**src/rtl/cfgconv_pkg.sv**
```systemverilog
package cfgconv_pkg;

    localparam int ADDR_W  = 32;
    localparam int BUS_W   = 8;
    localparam int DEV_W   = 5;
    localparam int FUNC_W  = 3;
    localparam int REG_W   = 6;
    localparam int KIND_W  = 2;
    localparam int IDSEL_W = 16;
    localparam int MASK_W  = 7;
    localparam int RSVD_W  = ADDR_W - BUS_W - DEV_W - FUNC_W - REG_W - KIND_W;
    localparam int GAP_W   = ADDR_W - IDSEL_W - FUNC_W - REG_W - KIND_W;
    localparam int RESV_DEV = IDSEL_W - 1;

    localparam logic [KIND_W-1:0] KIND_TYPE0 = 2'b00;

    typedef struct packed {
        logic [RSVD_W-1:0] rsvd;
        logic [BUS_W-1:0]  bus;
        logic [DEV_W-1:0]  dev;
        logic [FUNC_W-1:0] func;
        logic [REG_W-1:0]  regn;
        logic [KIND_W-1:0] kind;
    } t1_addr_t;

    typedef struct packed {
        logic [IDSEL_W-1:0] idsel;
        logic [GAP_W-1:0]   gap;
        logic [FUNC_W-1:0]  func;
        logic [REG_W-1:0]   regn;
        logic [KIND_W-1:0]  kind;
    } t0_addr_t;

    // Device number governed by each mask bit.
    function automatic int mask_dev(input int k);
        case (k)
            0:       return 1;
            1:       return 4;
            2:       return 5;
            3:       return 6;
            4:       return 7;
            5:       return 9;
            6:       return 13;
            default: return -1;
        endcase
    endfunction

    function automatic logic dev_is_masked(input logic [DEV_W-1:0] dev,
                                           input logic [MASK_W-1:0] mask);
        logic hit;
        hit = 1'b0;
        for (int k = 0; k < MASK_W; k++) begin
            if (mask[k] && (int'(dev) == mask_dev(k))) hit = 1'b1;
        end
        return hit;
    endfunction

endpackage

```
**src/rtl/cfgconv_strap_reg.sv**
```systemverilog
module cfgconv_strap_reg
    import cfgconv_pkg::*;
#(
    parameter int W = MASK_W
) (
    input  logic         clk,
    input  logic         rst,
    input  logic [W-1:0] strap_i,
    output logic [W-1:0] mask_o
);

    logic [W-1:0] mask_q;

    // Follows the straps while reset is held; frozen afterwards.
    always_ff @(posedge clk) begin
        if (rst) mask_q <= strap_i;
    end

    assign mask_o = mask_q;

    p_mask_frozen_r8: assert property (@(posedge clk) disable iff (rst)
        1'b1 |=> $stable(mask_q))
        else $error("mask changed after reset release");

endmodule

```
**src/rtl/cfgconv_idsel_dec.sv**
```systemverilog
module cfgconv_idsel_dec
    import cfgconv_pkg::*;
#(
    parameter int DW = DEV_W,
    parameter int SW = IDSEL_W,
    parameter int MW = MASK_W
) (
    input  logic [DW-1:0] dev_i,
    input  logic [MW-1:0] mask_i,
    output logic [SW-1:0] idsel_o,
    output logic          redirect_o
);

    localparam int RESV = SW - 1;

    logic [SW-1:0] hit;
    logic          redirect;

    assign redirect   = dev_is_masked(dev_i, mask_i);
    assign redirect_o = redirect;

    for (genvar n = 0; n < SW; n++) begin : g_sel
        assign hit[n] = (dev_i == DW'(n));
        if (n == RESV) begin : g_resv
            assign idsel_o[n] = hit[n] | redirect;
        end else begin : g_norm
            assign idsel_o[n] = hit[n] & ~redirect;
        end
    end

endmodule

```
**src/rtl/cfg_type_convert.sv**
```systemverilog
module cfg_type_convert
    import cfgconv_pkg::*;
(
    input  logic              clk,
    input  logic              rst,
    input  logic [MASK_W-1:0] strap_mask,
    input  logic              req_valid,
    input  logic [ADDR_W-1:0] req_addr,
    output logic              t0_valid,
    output logic [ADDR_W-1:0] t0_addr
);

    t1_addr_t           t1;
    t0_addr_t           nxt;
    t0_addr_t           addr_q;
    logic               valid_q;
    logic [MASK_W-1:0]  mask;
    logic [IDSEL_W-1:0] idsel;
    logic               redirect;

    assign t1 = t1_addr_t'(req_addr);

    cfgconv_strap_reg #(.W(MASK_W)) u_strap (
        .clk     (clk),
        .rst     (rst),
        .strap_i (strap_mask),
        .mask_o  (mask)
    );

    cfgconv_idsel_dec #(.DW(DEV_W), .SW(IDSEL_W), .MW(MASK_W)) u_dec (
        .dev_i      (t1.dev),
        .mask_i     (mask),
        .idsel_o    (idsel),
        .redirect_o (redirect)
    );

    always_comb begin
        nxt       = '0;
        nxt.idsel = idsel;
        nxt.func  = t1.func;
        nxt.regn  = t1.regn;
        nxt.kind  = KIND_TYPE0;
    end

    always_ff @(posedge clk) begin
        if (rst) begin
            valid_q <= 1'b0;
            addr_q  <= '0;
        end else begin
            valid_q <= req_valid;
            if (req_valid) addr_q <= nxt;
        end
    end

    assign t0_valid = valid_q;
    assign t0_addr  = addr_q;

    p_valid_follow_r2: assert property (@(posedge clk) disable iff (rst)
        req_valid |=> t0_valid)
        else $error("valid not propagated");

    p_valid_idle_r2: assert property (@(posedge clk) disable iff (rst)
        !req_valid |=> !t0_valid)
        else $error("spurious valid");

    p_idsel_single_r3: assert property (@(posedge clk) disable iff (rst)
        t0_valid |-> $onehot0(t0_addr[ADDR_W-1 -: IDSEL_W]))
        else $error("more than one IDSEL line");

    p_high_dev_none_r4: assert property (@(posedge clk) disable iff (rst)
        (req_valid && req_addr[15]) |=> (t0_addr[ADDR_W-1 -: IDSEL_W] == '0))
        else $error("IDSEL driven for device above 15");

    p_redirect_resv_r5: assert property (@(posedge clk) disable iff (rst)
        (req_valid && redirect) |=>
            (t0_addr[ADDR_W-1] && (t0_addr[ADDR_W-2 -: IDSEL_W-1] == '0)))
        else $error("masked device not sent to reserved slot");

    p_fixed_bits_r7: assert property (@(posedge clk) disable iff (rst)
        t0_valid |-> ((t0_addr[15:11] == '0) && (t0_addr[1:0] == '0)))
        else $error("reserved address bits set");

    p_hold_idle_r9: assert property (@(posedge clk) disable iff (rst)
        !req_valid |=> $stable(t0_addr))
        else $error("address changed while idle");

endmodule

```
**config.mk**
```make
export PLATFORM = sky130hd
export DESIGN_NAME = cfg_type_convert
export DESIGN_NICKNAME = d
export VERILOG_FILES = /design/src/rtl/cfgconv_pkg.sv /design/src/rtl/cfgconv_strap_reg.sv /design/src/rtl/cfgconv_idsel_dec.sv /design/src/rtl/cfg_type_convert.sv
export SDC_FILE = /design/constraint.sdc
export NUM_CORES = 1
export LEC_CHECK = 0
export ABC_AREA = 1
export CAP_MARGIN = 15
export CORE_AREA = 2 2 71 73
export CTS_CLUSTER_DIAMETER = 100
export CTS_CLUSTER_SIZE = 28
export DETAILED_ROUTE_END_ITERATION = 10
export DIE_AREA = 0 0 73 75
export PLACE_DENSITY = 0.62
export SETUP_SLACK_MARGIN = 0.05
export SYNTH_ARGS = -nofsm -noshare
export SYNTH_HDL_FRONTEND = slang
export SYNTH_SLANG_ARGS = --single-unit
```
**constraint.sdc**
```tcl
create_clock -name clk -period 0.9 [get_ports clk]
set_input_delay 0.18 -clock clk [delete_from_list [all_inputs] [get_ports clk]]
set_output_delay 0.18 -clock clk [all_outputs]
set_load 0.03 [all_outputs]
```
Yosys cells after proc, flatten, opt, wreduce, memory -nomap -nowiden
Index checks and enable logic that the tools add are counted.

storage, ports and cells
  register bits after elaboration = 33
  bits of input ports = 42
  RAM bits = 0
  bits in read-only memories = 0
  latch bits = 0
  memories = 0

cells by class
  mux-type cells = 7
  shifts and indexed selects = 0
  add/subtract/negate cells = 0
  bitwise logic cells = 17
  div/mod/pow operators = 0
  order comparisons = 0
  reduce and logical (&&, ||, !) cells = 8
  multiply operators = 0
  equality and inequality tests = 22

operators by type and width
  kind                                                                   count
  5-bit by 4-bit equality test with 1-bit output, second input constant  12
  5-bit by 3-bit equality test with 1-bit output, second input constant  4
  1-bit bitwise AND                                                      15
  5-bit by 2-bit equality test with 1-bit output, second input constant  3
  5-bit equality test, second input constant                             2
  1-bit logical AND                                                      7
  1-bit 2-to-1 mux                                                       7
  5-bit by 1-bit equality test with 1-bit output, second input constant  1
  5-bit logical NOT                                                      1
  1-bit NOT                                                              1
  1-bit OR                                                               1

Depth between registers and ports, before layout
  word-level depth = 11
  mapped depth = 9
  gate-level depth less buffers = 9

Modules after synthesis
From an unflattened synthesis, not the netlist that was laid out.

unflattened totals
  cells, all modules = 237
  area, all modules = 1,621.6 µm²

modules (own cells, without submodules)
  module             area each (µm²)  cells an instance  instances
  cfg_type_convert   1,143.6          170                1
  cfgconv_idsel_dec  267.8            60                 1
  cfgconv_strap_reg  210.2            7                  1

Worst setup path after synthesis
OpenSTA, ideal clock, no wires.

  path type = reg2reg
  from = register u_strap.mask_q[0] (netlist: u_strap.mask_o[0])
  to = register addr_q (netlist bit t0_addr[31])
  arrival = 0.865 ns
  period minus slack after synthesis = 0.982 ns
  setup time = 0.116 ns
  buffers on the path = 0
  slack = -0.082 ns
  stages on the path, launching flop included = 7
  cell sequence = edfxtp_1 > nand4_1 > nand2_2 > nor2_4 > nand3_1 > o211ai_1 > inv_1

between the ends
  word-level cells in the longest chain between the ends = 9

ends and longest elaborated chain
  item                            line                     text
  start, declared                 cfgconv_strap_reg.sv:12  logic [W-1:0] mask_q;
  start signal, assigned          cfgconv_strap_reg.sv:16  if (rst) mask_q <= strap_i;
  1-bit logical AND               cfgconv_pkg.sv:53        if (mask[k] && (int'(dev) == mask_dev(k))) hit = 1'b1;
  1-bit 2-to-1 mux (7 in series)  cfgconv_pkg.sv:53
  1-bit OR                        cfgconv_idsel_dec.sv:25  assign idsel_o[n] = hit[n] | redirect;
  end signal, assigned            cfg_type_convert.sv:51   if (req_valid) addr_q <= nxt;
  end, declared                   cfg_type_convert.sv:15   t0_addr_t addr_q;

Every way passes these cells.
A chain may end at the register's enable or synchronous reset.

Worst setup path after layout
  from = register u_strap.mask_q[6] (netlist: u_strap.mask_o[6])
  to = register addr_q (netlist bit t0_addr[25])

between the ends
  word-level cells in the longest chain between the ends = 4

ends and longest elaborated chain
  item               line                     text
  1-bit logical AND  cfgconv_pkg.sv:53
  1-bit 2-to-1 mux   cfgconv_pkg.sv:53
  1-bit NOT          cfgconv_idsel_dec.sv:27  assign idsel_o[n] = hit[n] & ~redirect;
  1-bit bitwise AND  cfgconv_idsel_dec.sv:27

Every way passes these cells.

==> flow_summary.toml <==
[status]
status = "finished with violations"
violations = "negative setup slack"

[setup_path]
cp_max_fo = 8
worstSetupPathType = "flip-flop to flip-flop"
critPathRequiredTime_ns = 1.12
worstSetupStartpoint = "u_strap.mask_o[6]$_DFFE_PP_"
cp.arrival_ns = 1.30
worstSetupStartpointType = "flip-flop"
cp-end-kind = "flip-flop"
r2r_start = "u_strap.mask_o[6]$_DFFE_PP_"

[final_layout]
area_growth_pct = 67.25
n_fill_cell = 467
drive_above_1_share_pct = 48.74
diodes = 0
design_area_um2 = 2287
final_cell_mix = "buf_6 (30), dfxtp_2 (26), buf_4 (24)"
final_common_cell = "buf_6"
final_nets = 279

[clock_tree]
ctsHoldBuffers = 0
h-tree-depth = 2
clk_pin_slew_worst_paths_ns = 0.07
cts_tree = "done"
clockBufferDepth = 2
cts-root-buf = "clkbuf_8"
numCtsBuffers = 5
cts_num_sinks = 33
clkLatencyLatePin_ns = 0.28

[placed_design]
portBuffers = 49
hpwl_mm = 2.567
gp_congestion = 0.7416
pre_cts_ws_ns = -0.6844
place_area_um2 = 1992

[floorplan]
die_w_um = 73
fp.dieH_um = 75
die-area_um2 = 5475
core_area_um2 = 4661
initial_core_util_pct = 29.34
row_count = 25
io_pins = 75

[logic_synthesis]
synth_top_area_share_pct = 38.06
ys_seq_area_share_pct = 53.43
ys_types = 21
ys_warn_count = 0
yosysTopAreaCell = "dfxtp_1"
postSynthAreaPerCell_um2 = 8.547
synth_area_leaders = "dfxtp_1 (38%), edfxtp_1 (15%), nor2_1 (6.6%)"
ys_ff_latch = 33
syn_inst = 160
syn_area_um2 = 1368

[sta]
fmax_mhz = 923.9
hold_viol_final = 0
post-route-period-util_pct = 120.3
fin_crit_ns = 1.082
rsz0062_at_grt = "yes"
fin_ws_ns = -0.1824
setup_viol = 34
maxSlewViolCount = 0
clock_skew_ns = 0.007085

[grt]
grt_overflow = 0
track_usage_pct = 13.31
grt_pass1_wl_mm = 5.595
grt_max_degree = 19
grt_pass1_vias = 1263
antenna_found_initial = 0

[detailed_routing]
dr_total_vias = 1327
viasPerCell = 4.545
drc = 0
drt-initial-drc-count = 48
drt_wl_total_mm = 3.468
routedWlPerCell_um = 11.88
first_pass_iters = 4
antenna_left = 0

[worst_hold_path]
hold_start = "req_addr[12]"
hp-class = "input port to flip-flop"

[power]
clockPowerShare_pct = 32.5
ir_worst_vdd_v = 0.0006451
swShare_pct = 28.01
power_switching_uw = 942.9
pwr_density_cell_nw_per_um2 = 1472
power.share.combinational_pct = 19.0
cellLeakagePower_nw = 0.9841
internal_power_mw = 2.423
seqPwrFrac_pct = 48.5

[job]
cap_violations = 0
through the flow:
stage	utilization, %	power [mW]	std cells	setup TNS (ns)	hold slack, ns
floorplan	-	1.953	166	-0.1624	0.2491
global placement	42.74	2.237	278	-15.15	0.4507
detailed placement	42.74	2.241	278	-15.43	0.4514
CTS	48.38	3.389	288	-2.159	0.3701
global route	49.07	3.511	292	-3.084	0.2686
finish	49.07	3.366	292	-1.799	0.2523
cells in the mapped netlist:
master    instances
o21ai_0          13
nor3_1            2
nand3_2           1
inv_2             3
nand3_1           4
nor2_4            3
a31oi_1           1
dfxtp_1          26
nand4_1          14
edfxtp_1          7
a21oi_1          15
conb_1            1
nand2_2           2
nor2_1           24
clkbuf_1          7
nand3_4           1
nor2_2            1
nand2_1          20
inv_1             7
o211ai_1          1
buf_4             7
kinds of logic after synthesis:
family                 Yosys count  synth area share (%)
and+or+nand+nor                 72                 26.53
other                            1                0.2742
DFF                             33                 53.43
AOI/OAI and AO/OA               30                 11.25
buffers and inverters           24                 8.509
critical path, cell delays in order (launching register included):
cell	delay [ns]
edfxtp_1	0.39
nand3_2	0.08
nand2_2	0.06
nor2_4	0.19
nand4_1	0.14
a21oi_2	0.16
repair_timing:
item	CTS	global route
cloned	0	1
resized for setup	72	14
buffers inserted	2	3
endpoints found under the hold margin	0	0
endpoints found under the setup margin	59	41
pin swaps	7	9
sequential cells by signal, summed over array words and instances, names as in the netlist:
name	cells
t0_addr	25
u_strap.mask_o	7
t0_valid	1
power groups by stage:
| stage | sequential (mW) | combinational, mW | clock, mW |
|---|---|---|---|
| 2_1_floorplan | 1.73 | 0.219 | 0 |
| 3_3_place_gp | 1.65 | 0.589 | 0 |
| 3_5_place_dp | 1.65 | 0.593 | 0 |
| 4_1_cts | 1.63 | 0.632 | 1.12 |
| 5_1_grt | 1.64 | 0.692 | 1.18 |
| 6_report | 1.63 | 0.639 | 1.09 |
worst paths after layout:
path	to	depth (start not counted)	slack [ns]
setup / recovery	t0_addr[25]$_SDFFE_PP0P_	5	-0.18
hold / removal	t0_addr[18]$_SDFFE_PP0P_	5	0.25
setup reg to reg	t0_addr[25]$_SDFFE_PP0P_	5	-0.18
hold reg to reg	t0_addr[19]$_SDFFE_PP0P_	2	0.46
layer usage:
layer	part of all wire, %	track usage, %
met1	46	17.01
met2	48	21.52
met3	4.8	3.748
met4	1.3	4.938
met5	0	0
cell type report:
class                   count  area [um2]  share of cell area [%]
repair buffers             78       745.7                   32.60
clock inverters             3       16.27                  0.7112
well taps                  54       67.56                   2.954
flip-flops and latches     33       763.2                   33.37
clock buffers               5       68.82                   3.009
multi-input cells         109       585.6                   25.60
inverters                  10       40.04                   1.751
(Power assumes the default switching activity.)
